`config.mk`:
```
export PLATFORM = sky130hd
export DESIGN_NAME = dims_half_adder
export DESIGN_NICKNAME = d
export VERILOG_FILES = /design/src/rtl/dims_pkg.sv /design/src/rtl/dims_celem.sv /design/src/rtl/dims_merge.sv /design/src/rtl/dims_half_adder.sv
export SDC_FILE = /design/constraint.sdc
export NUM_CORES = 1
export LEC_CHECK = 0
export BUFFER_PORTS_ARGS = -buffer_cell sky130_fd_sc_hd__buf_2
export CORE_AREA = 3 3 40 42
export DETAILED_ROUTE_END_ITERATION = 6
export DIE_AREA = 0 0 43 45
export GPL_ROUTABILITY_DRIVEN = 0
export PLACE_DENSITY = 0.35
export SKIP_CTS_REPAIR_TIMING = 1
export SLEW_MARGIN = 30
export SYNTH_ARGS = -nofsm -noshare
export SYNTH_HDL_FRONTEND = slang
export SYNTH_HIERARCHICAL = 1
export SYNTH_SLANG_ARGS = --single-unit
```
`constraint.sdc`:
```
create_clock -name clk -period 1.35 [get_ports clk]
set_input_delay 0.135 -clock clk [delete_from_list [all_inputs] [get_ports clk]]
set_output_delay 0.135 -clock clk [all_outputs]
set_load 0.01 [all_outputs]
```
`src/rtl/dims_pkg.sv`:
```
package dims_pkg;

    typedef enum logic {
        C_LO = 1'b0,
        C_HI = 1'b1
    } cel_state_t;

    localparam int RAILS    = 2;
    localparam int MINTERMS = RAILS * RAILS;

endpackage

```
`src/rtl/dims_celem.sv`:
```
module dims_celem
    import dims_pkg::*;
#(
    parameter bit RET_ONE = 1'b0
) (
    input  logic clk,
    input  logic rst_n,
    input  logic in_x,
    input  logic in_y,
    output logic q
);

    localparam cel_state_t IDLE_ST = RET_ONE ? C_HI : C_LO;

    cel_state_t state_q;
    cel_state_t state_d;

    always_comb begin
        state_d = state_q;
        unique case (state_q)
            C_LO: if (in_x && in_y)   state_d = C_HI;
            C_HI: if (!in_x && !in_y) state_d = C_LO;
            default: state_d = IDLE_ST;
        endcase
    end

    always_ff @(posedge clk or negedge rst_n) begin
        if (!rst_n) state_q <= IDLE_ST;
        else        state_q <= state_d;
    end

    always_comb begin
        q = (state_q == C_HI);
    end

    assert_celem_hold_R6: assert property (@(posedge clk) disable iff (!rst_n)
        (in_x != in_y) |=> $stable(q));

endmodule

```
`src/rtl/dims_merge.sv`:
```
module dims_merge #(
    parameter int N       = 2,
    parameter bit RET_ONE = 1'b0
) (
    input  logic [N-1:0] terms,
    output logic         rail
);

    generate
        if (RET_ONE) begin : g_and
            assign rail = &terms;
        end else begin : g_or
            assign rail = |terms;
        end
    endgenerate

endmodule

```
`src/rtl/dims_half_adder.sv`:
```
module dims_half_adder
    import dims_pkg::*;
#(
    parameter bit RET_ONE = 1'b0
) (
    input  logic       clk,
    input  logic       rst_n,
    input  logic [1:0] a_rail,
    input  logic [1:0] b_rail,
    output logic [1:0] carry_rail,
    output logic [1:0] sum_rail
);

    localparam logic [1:0] SPACER = RET_ONE ? 2'b11 : 2'b00;

    // term[{i,j}] joins A rail i with B rail j
    logic [MINTERMS-1:0] term;

    genvar gi, gj;
    generate
        for (gi = 0; gi < RAILS; gi++) begin : g_a
            for (gj = 0; gj < RAILS; gj++) begin : g_b
                dims_celem #(.RET_ONE(RET_ONE)) u_cel (
                    .clk  (clk),
                    .rst_n(rst_n),
                    .in_x (a_rail[gi]),
                    .in_y (b_rail[gj]),
                    .q    (term[gi*RAILS+gj])
                );
            end
        end
    endgenerate

    dims_merge #(.N(1), .RET_ONE(RET_ONE)) u_carry_t (
        .terms(term[3]), .rail(carry_rail[1]));
    dims_merge #(.N(3), .RET_ONE(RET_ONE)) u_carry_f (
        .terms(term[2:0]), .rail(carry_rail[0]));
    dims_merge #(.N(2), .RET_ONE(RET_ONE)) u_sum_t (
        .terms({term[2], term[1]}), .rail(sum_rail[1]));
    dims_merge #(.N(2), .RET_ONE(RET_ONE)) u_sum_f (
        .terms({term[3], term[0]}), .rail(sum_rail[0]));

    logic a_sp, b_sp, a_ok, b_ok;
    assign a_sp = (a_rail == SPACER);
    assign b_sp = (b_rail == SPACER);
    assign a_ok = ($countones(a_rail ^ SPACER) == 1);
    assign b_ok = ($countones(b_rail ^ SPACER) == 1);

    assert_spacer_out_R7: assert property (@(posedge clk) disable iff (!rst_n)
        (a_sp && b_sp) |=> (carry_rail == SPACER && sum_rail == SPACER));

    assert_valid_out_R3: assert property (@(posedge clk) disable iff (!rst_n)
        (a_ok && b_ok) |=> ($countones(carry_rail ^ SPACER) == 1));

    assert_valid_out_R4: assert property (@(posedge clk) disable iff (!rst_n)
        (a_ok && b_ok) |=> ($countones(sum_rail ^ SPACER) == 1));

    assert_hold_mixed_R5: assert property (@(posedge clk) disable iff (!rst_n)
        ((a_sp && b_ok) || (a_ok && b_sp)) |=> ($stable(carry_rail) && $stable(sum_rail)));

    assert_no_double_R8: assert property (@(posedge clk) disable iff (!rst_n)
        ($countones(carry_rail ^ SPACER) <= 1 && $countones(sum_rail ^ SPACER) <= 1));

endmodule

```
==> summary.md, run 1 <==
| Metric | Value |
|---|---|
| Status | `completed` |
| Synthesized area | `171 µm²` |
| Placed cell count | `35` |
| H-Tree Depth | `1` |
| Sw Pwr | `0.0793 mW` |
| Pint | `~0.26 mW` |
| Initial DRC Count | `5` |
| RSZ-0062 raised after global routing | `no` |
| Hold WS | `approximately 0.19 ns` |
| Gr usage total | `under 10%` |
| Clock skew | `0 ns` |
| Vias in the first global route | `~150` |
| Synth Area in Compound Gates | `0%` |
| Final core utilization | `about a fifth` |
| #FFs+latches synth | `4` |
| Antenna-violating nets left | `0` |
| Drt via density | `around 3.6` |
| Core area | `~1300 µm²` |
| CTS tree | `built` |
| Post-synthesis instance total | `12` |
| Fin crit period | `approximately 1.3 ns` |
| Total gr overflow | `0` |
| Yosys warning total | `6` |
| DIE HEIGHT | `approximately 45 µm` |
| Final TNS setup | `0 ns` |
| Initial core utilization | `around an eighth` |
| Worst setup path start | `g_a[0].g_b[1].u_cel/q$_DFF_PN0_` |
| Initial antenna violation count | `0` |
| TritonRoute pass-1 iters | `3` |
| CP Class | `reg -> out` |
| PwrDens | `about 1300 nW/µm²` |
| Clk_lat worst skew | `between 0.2 and 0.25 ns` |
| Non-Filler Instances | `39` |
| Clock root cell | `clkbuf_4` |
| Relative slew margins | `about 92%` |
| First-pass GRT wire length | `about 640 µm` |
| Yosys cell types | `5` |
| Max reg flops | `4` |
| DIE WIDTH | `approximately 43 µm` |
| # diodes | `0` |
| I/O Pins | `10` |
| Crit-path slowest cell | `dfrtp_1` |
| Place WS | `roughly 0.34 ns` |
| Crit path max-delay family | `flip-flops` |
| Xor and xnor area share after synthesis | `0%` |
| R2R Path Start | `g_a[0].g_b[0].u_cel/q$_DFF_PN0_` |
| Most common cell after layout, fill and taps aside | `buf_2` |
| Avg Cell Area, Syn | `between 10 and 15 µm²` |
| Mux contribution to synthesized area | `0%` |
| Crit-path max FO | `3` |
| Final wirelength | `about 400 µm` |
| WP data required | `1.22 ns` |
| Port Buffers | `9` |
| Final worst path period share | `between 90% and 100%` |
| Startpoint Class | `flip-flop` |
| Logic pwr share | `about 15%` |
| Worst Path Buf+Inv | `1` |
| Post-Synth Adder-Cell Area | `between 20% and 30%` |
| Max Cap Viol | `0` |
| Full die area | `~1900 µm²` |
| Static Leak | `roughly 0.12 nW` |
| Hold Fails Final Rpt | `0` |
| Fmax | `between 700 and 800 MHz` |
| Total CTS buffers | `3` |
| Least-Margin Pin Slew | `around 0.12 ns` |
| Sequential-to-total area share from yosys stat | `between 50% and 60%` |
| Clock transition at path regs | `roughly 0.040 ns` |
| # clock sinks | `4` |
| Nets | `32` |
| Final Max Slew Viols | `0` |
| Largest net degree at the start of global routing | `5` |
| Arr. time, crit path | `1.12 ns` |
| Mapped Nets | `18` |
| Final worst slack | `0.0990 ns` |
| DRC viols | `0` |
| Area delta synth->final | `51.8%` |
| CP cell instances | `or3_1 -> buf_2` |
| Peak supply drop | `about 0.00067 V` |
| Commonest non-fill, non-tap cells in the layout | `buf_2 (9), maj3_2 (4), dfrtp_1 (4)` |
| Fraction of layout cells with a size suffix above 1 | `66.7%` |
| Reg power frac | `between 40% and 50%` |
| Synth Area in Simple Gates | `a little over a tenth` |
| Avg WL per Cell | `between 10 and 15 µm` |
| Worst hold path type | `in -> reg` |
| Largest family of logic cells by synthesized area | `adder cells` |
| Vias | `141` |
| Switching Fraction | `between 20% and 30%` |
| Crit path capture type | `output port` |
| Clk pwr share | `a little over two fifths` |
| CP peak stage delay | `between 0.3 and 0.4 ns` |
| Setup violations, final | `0` |
| CTS max path bufs | `2` |
| Row cnt | `13` |
| Hold wc startpoint | `a_rail[0]` |
-- kinds of logic (layout without fill, tap and decap cells) --
kind of cell               count (synthesis)  count (layout)
and+or+nand+nor                            3               3
adders and majority gates                  4               4
buffers and inverters                      1              13
DFF                                        4               4
-- routing by layer --
| layer | track usage [%] | wire, µm | vias up |
|---|---|---|---|
| met5 | 0 | 0 | - |
| met4 | 3.61 | 0 | 0 |
| met3 | 3.98 | 58 | 0 |
| met1 | 6.08 | 190 | 66 |
| li1 | - | - | 64 |
| met2 | 5.39 | 147 | 11 |
-- final timing paths --
kind	to	slack [ns]	cells after the start
max in group asynchronous	g_a[0].g_b[0].u_cel/q$_DFF_PN0_	0.99	2
worst min-delay path	g_a[0].g_b[1].u_cel/q$_DFF_PN0_	0.19	2
worst min register to register	g_a[0].g_b[1].u_cel/q$_DFF_PN0_	0.57	1
worst max-delay path	carry_rail[0]	0.1	2
min in group asynchronous	g_a[0].g_b[1].u_cel/q$_DFF_PN0_	0.24	2
worst max register to register	g_a[0].g_b[0].u_cel/q$_DFF_PN0_	0.53	1
-- synthesized netlist by cell type (all sizes together) --
| cell | instances | area share (%) |
|---|---|---|
| maj3 | 4 | 26 |
| or3 | 1 | 3.7 |
| or2 | 2 | 7.3 |
| buf | 1 | 4.4 |
| dfrtp | 4 | 58 |
-- per-stage QoR --
step                total power, mW  instance area [µm²]
floorplan                     0.170                  171
global placement              0.193                  228
detailed placement            0.193                  228
CTS                           0.345                  250
global route                  0.361                  260
finish                        0.340                  260
-- power by group through the flow --
stage	clock network, mW	logic (mW)	registers (mW)
after floorplan	0	0.0291	0.141
final	0.148	0.0503	0.143
after CTS	0.153	0.0491	0.143
after detailed placement	0	0.0489	0.144
after global placement	0	0.0493	0.143
after global routing	0.162	0.0549	0.144
-- final cells by class --
type	instances	area, µm²
clock buffers	3	22.5
fillers	143	1020
multi-input cells	7	63.8
flip-flops and latches	4	100
well taps	15	18.8
repair buffers	10	55.1
Power figures use the tool's default switching activity.
==> run 2: changes to the inputs <==
HOLD_SLACK_MARGIN = 0.02   (was not set)
clock period = 1.5 ns   (was 1.35 ns; I/O delays follow)
==> run 2 against run 1 <==
Sequential share of layout area stayed put. First-iteration DRC count down 80%. Worst setup slack gained 0.12 ns. Die area did not move. Non-clock buffer count unchanged. Clock power shrank 10%. Final cell count did not move. Total power shrank 9.8%. Critical endpoint unchanged. Largest cell class unchanged.
==> summary.md, run 2 (same netlist as run 1, synthesis figures left out) <==
| Metric | Value |
|---|---|
| Least-Margin Pin Slew | `0.121 ns (was 0.123 ns)` |
| Avg WL per Cell | `10.8 µm (was 10.2 µm)` |
| H-Tree Depth | `1 (unchanged)` |
| Row cnt | `13 (unchanged)` |
| CTS tree | `built (unchanged)` |
| Final instance area | `260 µm² (unchanged)` |
| Clk_lat worst skew | `0.23 ns (about the same)` |
| PwrDens | `1180 nW/µm² (was 1310 nW/µm²)` |
| Pint | `0.235 mW (was 0.261 mW)` |
| DIE HEIGHT | `45 µm (unchanged)` |
| Max reg flops | `4 (unchanged)` |
| Final Max Slew Viols | `0 (unchanged)` |
| Reg power frac | `42.0% (was 41.9%)` |
| Peak supply drop | `0.000302 V (was 0.000671 V)` |
| Clock root cell | `clkbuf_4 (unchanged)` |
| Switching Fraction | `23.5% (was 23.3%)` |
| Vias | `131 (was 141)` |
| Initial core utilization | `13.3% (unchanged)` |
| R2R Path Start | `g_a[1].g_b[0].u_cel/q$_DFF_PN0_ (was g_a[0].g_b[0].u_cel/q$_DFF_PN0_)` |
| Fin crit period | `about 1.3 ns` |
| First-pass GRT wire length | `683 µm (was 641 µm)` |
| Port Buffers | `9 (unchanged)` |
| Final wirelength | `423 µm (was 396 µm)` |
| Hold Fails Final Rpt | `0 (unchanged)` |
| CTS max path bufs | `2 (unchanged)` |
| Gr usage total | `5.76% (was 4.93%)` |
| Clk pwr share | `43.3% (about the same)` |
| Status | `completed (unchanged)` |
| Initial antenna violation count | `0 (unchanged)` |
| Logic pwr share | `14.7% (was 14.8%)` |
| Fmax | `782 MHz` |
| Arr. time, crit path | `1.13 ns (was 1.12 ns)` |
| Hold wc startpoint | `a_rail[0] (unchanged)` |
| Placed inst area | `228 µm² (unchanged)` |
| Setup violations, final | `0 (unchanged)` |
| # clock sinks | `4 (unchanged)` |
| RSZ-0062 raised after global routing | `no (unchanged)` |
| Clock skew | `0 ns (unchanged)` |
| Worst r2r dst | `g_a[1].g_b[0].u_cel/q$_DFF_PN0_ (was g_a[0].g_b[0].u_cel/q$_DFF_PN0_)` |
| Worst hold path type | `in -> reg (unchanged)` |
| Antenna-violating nets left | `0 (unchanged)` |
| # diodes | `0 (unchanged)` |
| WHS Endpoint | `g_a[0].g_b[0].u_cel/q$_DFF_PN0_ (was g_a[0].g_b[1].u_cel/q$_DFF_PN0_)` |
| DRC viols | `0 (unchanged)` |
| Most common cell after layout, fill and taps aside | `buf_2 (unchanged)` |
| Clock transition at path regs | `0.04 ns (about the same)` |
| Final TNS setup | `0 ns (unchanged)` |
| Max Cap Viol | `0 (unchanged)` |
| Initial DRC Count | `1 (was 5)` |
| Total gr overflow | `0 (unchanged)` |
| Largest net degree at the start of global routing | `5 (unchanged)` |
| Nets | `32 (unchanged)` |
| Sw Pwr | `0.0722 mW (was 0.0793 mW)` |
| Static Leak | `0.115 nW (unchanged)` |
| Hold path cells | `2 (unchanged)` |
| Relative slew margins | `92.0% (was 91.8%)` |
| R2R Setup Slk | `0.68 ns (was 0.53 ns)` |
| Worst Reg2Reg Path Length in Cells | `1 (unchanged)` |
| Commonest non-fill, non-tap cells in the layout | `buf_2 (9), maj3_2 (4), dfrtp_1 (4) (unchanged)` |
| CP Class | `reg -> out (unchanged)` |
| Final worst path period share | `85.2%` |
| Core area | `1280 µm² (unchanged)` |
| I/O Pins | `10 (unchanged)` |
| DIE WIDTH | `43 µm (unchanged)` |
| Crit-path max FO | `3 (unchanged)` |
| WP data required | `1.35 ns (was 1.22 ns)` |
| Vias in the first global route | `150 (was 148)` |
| Fraction of layout cells with a size suffix above 1 | `66.7% (unchanged)` |
| Full die area | `1940 µm² (unchanged)` |
| Crit path capture type | `output port (unchanged)` |
| Area delta synth->final | `51.8% (unchanged)` |
| Total CTS buffers | `3 (unchanged)` |
| Drt via density | `3.36 (was 3.62)` |
| TritonRoute pass-1 iters | `2 (was 3)` |
| Startpoint Class | `flip-flop (unchanged)` |
## run 2: cell counts in the layout (fill, tap and decap cells not counted)
No cell type changed its count.
## run 2: layout make-up
class                           instances  area, µm²
Clock buffer                            3       22.5
Timing Repair Buffer                   10       55.1
Tap cell                               15       18.8
Sequential cell                         4        100
Multi-Input combinational cell          7       63.8
Fill cell                             144       1020
## run 2: per-stage QoR
stage                     setup slack, ns  cells  hold WS [ns]  util [%]  total power, mW
after global placement              0.485     35       -0.0427      17.7            0.173
final                               0.221     39         0.213      20.3            0.307
after detailed placement            0.474     35       -0.0375      17.7            0.174
after floorplan                     0.576     12        -0.146         -            0.153
after CTS                           0.218     38        -0.292      19.5            0.316
after global routing                0.195     39         0.206      20.3            0.326
## run 2: how the worst max path moves through the flow
stage,slack (ns),cells after the start,endpoint,start
after CTS,0.22,2,carry_rail[0],g_a[0].g_b[1].u_cel/q$_DFF_PN0_
final,0.22,2,carry_rail[0],g_a[0].g_b[1].u_cel/q$_DFF_PN0_
after global placement,0.49,2,carry_rail[0],g_a[0].g_b[0].u_cel/q$_DFF_PN0_
after floorplan,0.58,1,carry_rail[0],g_a[0].g_b[1].u_cel/q$_DFF_PN0_
after detailed placement,0.47,2,carry_rail[0],g_a[0].g_b[1].u_cel/q$_DFF_PN0_
after global routing,0.19,2,carry_rail[0],g_a[0].g_b[1].u_cel/q$_DFF_PN0_
## run 2: power groups by stage
stage | Clock, mW | Sequential, mW | Combinational, mW
finish | 0.133 | 0.129 | 0.0450
global route | 0.147 | 0.130 | 0.0491
CTS | 0.143 | 0.129 | 0.0441
detailed placement | 0 | 0.130 | 0.0439
global placement | 0 | 0.129 | 0.0442
floorplan | 0 | 0.127 | 0.0262
## run 2: critical path, stage by stage, from the launching register on
cell,delay [ns]
dfrtp_1,0.39
or3_1,0.36
buf_2,0.14
## run 2: metal layers
layer  vias to the layer above  track usage (%)  wire, µm
li1                         65                -         -
met1                        58             5.34       215
met4                         0             10.8         0
met3                         0             3.19        44
met2                         8             6.29       163
met5                         -                0         0
